### src/rtl/shared_arb_pkg.sv
package shared_arb_pkg;
  typedef enum logic {PH_SCAN = 1'b0, PH_ACK = 1'b1} arb_phase_t;

  localparam int NUM_SERVED = 2;
endpackage

### src/rtl/sarb_entry_decode.sv
module sarb_entry_decode #(
  parameter int NUM_PROC  = 6,
  parameter int NUM_LINKS = 6,
  parameter int PORT_W    = 3,
  parameter int SRC_W     = 3,
  parameter int LINK_W    = 3,
  parameter logic [NUM_LINKS*SRC_W-1:0] LINK_SRC = '0,
  parameter logic [NUM_LINKS-1:0]       LINK_DST = '0,
  parameter logic [PORT_W-1:0] PORT_A_ID = '0,
  parameter logic [PORT_W-1:0] PORT_B_ID = '0
) (
  input  logic [LINK_W-1:0]          ptr,
  input  logic [NUM_PROC-1:0]        req_valid,
  input  logic [NUM_PROC-1:0]        req_clear,
  input  logic [NUM_PROC*PORT_W-1:0] req_port,
  output logic [SRC_W-1:0]           ent_src,
  output logic                       ent_dst,
  output logic                       ent_req,
  output logic                       ent_clr
);
  logic [SRC_W-1:0] src_tab [NUM_LINKS];
  logic             dst_tab [NUM_LINKS];
  logic             hit_tab [NUM_LINKS];

  genvar gi;
  generate
    for (gi = 0; gi < NUM_LINKS; gi++) begin : g_ent
      assign src_tab[gi] = LINK_SRC[gi*SRC_W +: SRC_W];
      assign dst_tab[gi] = LINK_DST[gi];
      assign hit_tab[gi] = (req_port[int'(LINK_SRC[gi*SRC_W +: SRC_W])*PORT_W +: PORT_W]
                            == (LINK_DST[gi] ? PORT_B_ID : PORT_A_ID));
    end
  endgenerate

  logic tgt_hit;
  always_comb begin
    ent_src = src_tab[0];
    ent_dst = dst_tab[0];
    tgt_hit = hit_tab[0];
    for (int i = 0; i < NUM_LINKS; i++) begin
      if (ptr == LINK_W'(i)) begin
        ent_src = src_tab[i];
        ent_dst = dst_tab[i];
        tgt_hit = hit_tab[i];
      end
    end
    ent_req = req_valid[ent_src] && tgt_hit;
    ent_clr = req_clear[ent_src] && tgt_hit;
  end
endmodule

### src/rtl/sarb_pointer.sv
module sarb_pointer #(
  parameter int NUM_LINKS = 6,
  parameter int LINK_W    = 3
) (
  input  logic              clk,
  input  logic              rst,
  input  logic              advance,
  output logic [LINK_W-1:0] ptr
);
  localparam logic [LINK_W-1:0] LAST = LINK_W'(NUM_LINKS - 1);

  always_ff @(posedge clk) begin
    if (rst)          ptr <= '0;
    else if (advance) ptr <= (ptr == LAST) ? '0 : ptr + 1'b1;
  end

  assert_ptr_range_R2: assert property (@(posedge clk) disable iff (rst)
    ptr <= LAST);
  assert_ptr_wrap_R2: assert property (@(posedge clk) disable iff (rst)
    (advance && ptr == LAST) |=> (ptr == '0));
endmodule

### src/rtl/sarb_port_track.sv
module sarb_port_track #(
  parameter int SRC_W  = 3,
  parameter int LINK_W = 3
) (
  input  logic              clk,
  input  logic              rst,
  input  logic              open_link,
  input  logic              close_link,
  input  logic [SRC_W-1:0]  open_src,
  input  logic [LINK_W-1:0] open_idx,
  output logic              busy,
  output logic [SRC_W-1:0]  src,
  output logic [LINK_W-1:0] idx
);
  always_ff @(posedge clk) begin
    if (rst) begin
      busy <= 1'b0;
      src  <= '0;
      idx  <= '0;
    end else if (open_link) begin
      busy <= 1'b1;
      src  <= open_src;
      idx  <= open_idx;
    end else if (close_link) begin
      busy <= 1'b0;
    end
  end

  assert_no_double_open_R9: assert property (@(posedge clk) disable iff (rst)
    open_link |-> !busy);
  assert_release_cause_R8: assert property (@(posedge clk) disable iff (rst)
    $fell(busy) |-> $past(close_link));
  assert_src_stable_R9: assert property (@(posedge clk) disable iff (rst)
    (busy && !open_link) |=> $stable(src));
endmodule

### src/rtl/shared_pair_arbiter.sv
module shared_pair_arbiter
  import shared_arb_pkg::*;
#(
  parameter int NUM_PROC  = 6,
  parameter int NUM_LINKS = 6,
  parameter int PORT_W    = 3,
  parameter int SRC_W     = (NUM_PROC > 1) ? $clog2(NUM_PROC) : 1,
  parameter logic [NUM_LINKS*SRC_W-1:0] LINK_SRC = 18'o054321,
  parameter logic [NUM_LINKS-1:0]       LINK_DST = 6'b100000,
  parameter logic [PORT_W-1:0] PORT_A_ID = 3'd0,
  parameter logic [PORT_W-1:0] PORT_B_ID = 3'd1
) (
  input  logic                        clk,
  input  logic                        rst,
  input  logic [NUM_PROC-1:0]         req_valid,
  input  logic [NUM_PROC-1:0]         req_clear,
  input  logic [NUM_PROC*PORT_W-1:0]  req_port,
  input  logic [NUM_SERVED-1:0]       fifo_empty,
  output logic [NUM_PROC-1:0]         hs_grant,
  output logic [NUM_SERVED-1:0]       accept,
  output logic [NUM_SERVED-1:0]       port_busy,
  output logic [NUM_SERVED*SRC_W-1:0] port_src
);
  localparam int LINK_W = (NUM_LINKS > 1) ? $clog2(NUM_LINKS) : 1;

  arb_phase_t       phase;
  logic [LINK_W-1:0] ptr;
  logic [SRC_W-1:0]  ent_src;
  logic              ent_dst, ent_req, ent_clr;
  logic [LINK_W-1:0] link_idx [NUM_SERVED];
  logic              do_clear, do_grant, do_accept, advance;

  sarb_entry_decode #(
    .NUM_PROC(NUM_PROC), .NUM_LINKS(NUM_LINKS), .PORT_W(PORT_W),
    .SRC_W(SRC_W), .LINK_W(LINK_W), .LINK_SRC(LINK_SRC), .LINK_DST(LINK_DST),
    .PORT_A_ID(PORT_A_ID), .PORT_B_ID(PORT_B_ID)
  ) u_dec (
    .ptr(ptr), .req_valid(req_valid), .req_clear(req_clear), .req_port(req_port),
    .ent_src(ent_src), .ent_dst(ent_dst), .ent_req(ent_req), .ent_clr(ent_clr)
  );

  sarb_pointer #(.NUM_LINKS(NUM_LINKS), .LINK_W(LINK_W)) u_ptr (
    .clk(clk), .rst(rst), .advance(advance), .ptr(ptr)
  );

  genvar gp;
  generate
    for (gp = 0; gp < NUM_SERVED; gp++) begin : g_port
      sarb_port_track #(.SRC_W(SRC_W), .LINK_W(LINK_W)) u_trk (
        .clk(clk), .rst(rst),
        .open_link(do_accept && (ent_dst == gp[0])),
        .close_link(do_clear && (ent_dst == gp[0])),
        .open_src(ent_src), .open_idx(ptr),
        .busy(port_busy[gp]), .src(port_src[gp*SRC_W +: SRC_W]),
        .idx(link_idx[gp])
      );
    end
  endgenerate

  always_comb begin
    do_clear  = 1'b0;
    do_grant  = 1'b0;
    do_accept = 1'b0;
    advance   = 1'b0;
    if (phase == PH_SCAN) begin
      do_clear = ent_clr && port_busy[ent_dst] && (link_idx[ent_dst] == ptr);
      do_grant = !do_clear && ent_req && !port_busy[ent_dst];
      advance  = !do_grant;
    end else begin
      do_accept = !fifo_empty[ent_dst];
      advance   = do_accept;
    end
  end

  always_ff @(posedge clk) begin
    if (rst) begin
      phase    <= PH_SCAN;
      hs_grant <= '0;
      accept   <= '0;
    end else begin
      phase    <= do_grant ? PH_ACK : PH_SCAN;
      hs_grant <= do_grant ? (NUM_PROC'(1) << ent_src) : '0;
      accept   <= do_accept ? (NUM_SERVED'(1) << ent_dst) : '0;
    end
  end

  assert_grant_onehot_R10: assert property (@(posedge clk) disable iff (rst)
    $onehot0(hs_grant));
  assert_no_back_to_back_R10: assert property (@(posedge clk) disable iff (rst)
    (hs_grant != '0) |=> (hs_grant == '0));
  assert_grant_idle_port_R3: assert property (@(posedge clk) disable iff (rst)
    (hs_grant != '0) |-> !port_busy[ent_dst]);
  assert_accept_after_grant_R5: assert property (@(posedge clk) disable iff (rst)
    (accept != '0) |-> $past(hs_grant != '0));
  assert_busy_rise_R5: assert property (@(posedge clk) disable iff (rst)
    $rose(port_busy[0]) |-> accept[0]);
  assert_empty_holds_ptr_R6: assert property (@(posedge clk) disable iff (rst)
    (phase == PH_ACK && fifo_empty[ent_dst]) |=> ($stable(ptr) && accept == '0));
endmodule

### config.mk
export PLATFORM = sky130hd
export DESIGN_NAME = shared_pair_arbiter
export DESIGN_NICKNAME = d
export VERILOG_FILES = /design/src/rtl/shared_arb_pkg.sv /design/src/rtl/sarb_entry_decode.sv /design/src/rtl/sarb_pointer.sv /design/src/rtl/sarb_port_track.sv /design/src/rtl/shared_pair_arbiter.sv
export SDC_FILE = /design/constraint.sdc
export NUM_CORES = 1
export LEC_CHECK = 0
export CAP_MARGIN = 20
export CORE_UTILIZATION = 47
export CTS_CLUSTER_DIAMETER = 80
export CTS_CLUSTER_SIZE = 14
export DETAILED_ROUTE_END_ITERATION = 10
export PLACE_DENSITY = 0.84
export SYNTH_ARGS = -nofsm -noshare
export SYNTH_HDL_FRONTEND = slang
export SYNTH_SLANG_ARGS = --single-unit
### constraint.sdc
create_clock -name clk -period 8 [get_ports clk]
set_clock_uncertainty 0.2 [all_clocks]
set_input_delay 0.8 -clock clk [delete_from_list [all_inputs] [get_ports clk]]
set_output_delay 0.8 -clock clk [all_outputs]
set_load 0.005 [all_outputs]
==> run metrics <==
post-synthesis mux area share 2.30%; Rows 19; First-pass DRT Iterations 4; layout cells sized above 1 6.67%; flop2flop setup slack around 4.2 ns; total global-route track usage 23.6%; CP Cell Sequence and2_1 > ha_1 > inv_2 > or4_4 > a211oi_2 > nor2_1 > or4_4 > o41a_1; WL/cell between 10 and 15 µm; Top Family by Delay on Critical Path simple AND/OR/NAND/NOR gates; register area share after synthesis 38.3%; Sink Count 26; fin. max-slew vios 0; Max VDD drop between 0.2 and 0.25 mV; Main synth FF type dfxtp_1; Worst Hold Class flop to flop; DRC 0; Post-Syn Area 1360 µm²; Inserted Clock Buffers 3; Crit path required time 8.04 ns; Final #Nets 246; number of synthesized flops with an enable pin 0; remaining global-route overflow 0; WP buf/inv 1; post-cts sizing count 0; flops & latches, synth 26; H-tree Lvls 1; Cell Pwr Density 269 nW/µm²; chip height 55.8 µm; synth top area cells dfxtp_1 (38%), nor2_1 (6.1%), a21oi_1 (4.8%); dpl hpwl ~2600 µm; area of the core 2760 µm²; max_slew headroom 37.6%; Hold Path Depth 2; Worst path slowest cell dfxtp_1; area leader, netlist dfxtp_1; drt total wl around 3500 µm; maxcap violations 0; RSZ-0062 raised after global routing no; CP Max Fanout 30; total negative slack 0 ns; die area about 3100 µm²; Layout area overhead 38.0%; Fillers 249; Leak 0.670 nW; Hold Path Sink g_port[0].u_trk.src[2]$_SDFFE_PP0P_; pin slew with the least headroom to its limit between 0.9 and 1 ns; clk root buf clkbuf_4; Worst R2R End g_port[1].u_trk.busy$_SDFFE_PP0P_; global-route wire length before repair 5950 µm; wl on met1 1490 µm; number of routed nets with antenna violations 0; most frequent cells in the layout clkdlybuf4s50_1 (49), dfxtp_1 (26), nor2_1 (22); Setup CP Type flop to flop; Via Count around 1400; Post-Synthesis Cells 172; Achievable Freq 263 MHz; XOR/XNOR Fraction of Synth Area 0.645%; largest net degree at the start of global routing 31; Post-Synth Simple-Gate Area a little over a quarter; hold path start g_port[0].u_trk.src[2]$_SDFFE_PP0P_; CTS tree done; R2R cell count 8; Top-Level Pins 50; Yosys cell types 45; # Post-CTS Setup Buffers 0; vias in the first global route 1362; largest family of logic cells by synthesized area simple AND/OR/NAND/NOR gates; Placer Congestion around 0.9; die width 55.8 µm; crit end category flop; DR WL met3 between 300 and 400 µm; status finished, final reports clean; Crit path largest cell delay 0.96 ns; RR Startpoint u_ptr.ptr[0]$_SDFFE_PP0P_; final hold vios 0; Power, Total 0.505 mW; Iter 0 DRT Violations between 50 and 60; startpoint types flop; Synth Area in Compound Gates 23.8%; Final period util 47.6%; commonest non-fill, non-tap cell in the layout clkdlybuf4s50_1; Post-Synth Adder-Cell Area 0.921%; Synthesized Nets ~210; cell mode on critical path or4_4; Crit. path cell count 8; initial antenna violation count 0; Avg Synthesized Cell Area ~7.9 µm²; Min Clock Period, post-route 3.81 ns; Port Buffers 49; asr flop ratio synth 0%; Critical Path AT 3.85 ns; share of the synthesized area in the top cell type 38.3%; setup violators final 0; Starting Density approximately half; vias per cell 5.88; latest clock arrival within the worst-skew pair 0.34 ns; met2 wire length between 1500 and 2000 µm; Min Hold Slack 0.269 ns; number of synthesis warnings 0; clk buf depth 2; # diodes 0; uppermost layer routed met4; cts-stage hold buffer count 0; clock transition at the registers of the reported paths 0.14 ns
## report_power, final
group | switching (mW) | internal (mW) | total [mW]
Sequential | 0.0419 | 0.147 | 0.189
Clock | 0.0416 | 0.0508 | 0.0924
Combinational | 0.112 | 0.111 | 0.224
## cell type report
type | count | area [µm²] | share of cell area (%)
repair buffers | 49 | 490 | 26.2
flip-flops and latches | 26 | 520 | 27.8
inverters | 7 | 26.3 | 1.40
well taps | 31 | 38.8 | 2.07
multi-input cells | 124 | 747 | 39.8
clock inverters | 1 | 30.0 | 1.60
clock buffers | 3 | 22.5 | 1.20
## worst max path at each step
stage                              startpoint                           endpoint  slack (ns)
global placement    u_ptr.ptr[0]$_SDFFE_PP0P_  g_port[1].u_trk.busy$_SDFFE_PP0P_        4.38
floorplan           u_ptr.ptr[0]$_SDFFE_PP0P_  g_port[1].u_trk.busy$_SDFFE_PP0P_        4.24
finish              u_ptr.ptr[0]$_SDFFE_PP0P_  g_port[1].u_trk.busy$_SDFFE_PP0P_        4.19
global route        u_ptr.ptr[0]$_SDFFE_PP0P_  g_port[1].u_trk.busy$_SDFFE_PP0P_        3.99
detailed placement  u_ptr.ptr[0]$_SDFFE_PP0P_  g_port[1].u_trk.busy$_SDFFE_PP0P_        4.23
CTS                 u_ptr.ptr[0]$_SDFFE_PP0P_  g_port[1].u_trk.busy$_SDFFE_PP0P_        4.22
## routing by layer
| metal | up-vias | global-route usage, % |
|---|---|---|
| li1 | 694 | - |
| met1 | 643 | 28.8 |
| met2 | 72 | 39.4 |
| met3 | 8 | 6.98 |
| met4 | 0 | 8.21 |
| met5 | - | 0 |
## cells in the mapped netlist, types with 2 or more instances
cell type,n
or2_2,2
buf_4,2
nor3b_1,2
nand2b_1,5
nor3_1,9
dfxtp_1,26
buf_1,2
nor2b_1,3
a21oi_1,13
or4_4,2
o221a_2,2
nor4_1,3
clkbuf_1,10
and2_1,5
o31a_1,2
o22ai_1,6
inv_1,6
a31oi_1,4
mux2i_1,2
o221ai_1,2
o21ai_0,6
nand2_1,13
o32ai_1,2
nor2_1,22
## per-stage QoR
step | std cells | utilization (%) | setup WS (ns) | cell area, µm²
2_1_floorplan | 172 | - | 4.24 | 1360
3_3_place_gp | 237 | 66.1 | 4.38 | 1820
3_5_place_dp | 237 | 66.1 | 4.23 | 1820
4_1_cts | 241 | 68.0 | 4.22 | 1880
5_1_grt | 241 | 68.0 | 3.99 | 1880
6_report | 241 | 68.0 | 4.19 | 1880
## flip-flops by register name, summed over array words and instances (netlist names)
signal,count
g_port.u_trk.idx,6
g_port.u_trk.busy,2
hs_grant,6
accept,2
g_port.u_trk.src,6
u_ptr.ptr,3
phase,1
## worst reg2reg max path, stage by stage (launching register included)
cell,delay (ns)
dfxtp_1,0.96
and2_1,0.28
ha_1,0.30
inv_2,0.09
or4_4,0.54
a211oi_2,0.30
nor2_1,0.09
or4_4,0.54
o41a_1,0.41
## cells by family (layout without fill, tap and decap cells)
family,after synthesis,count (layout)
and+or+nand+nor,72,72
muxes,3,3
buffers and inverters,22,60
xor gates and xnor gates,1,1
AOI/OAI and AO/OA,47,47
adders and majority gates,1,1
DFF,26,26
No activity file was read; power rests on OpenSTA's default activity.
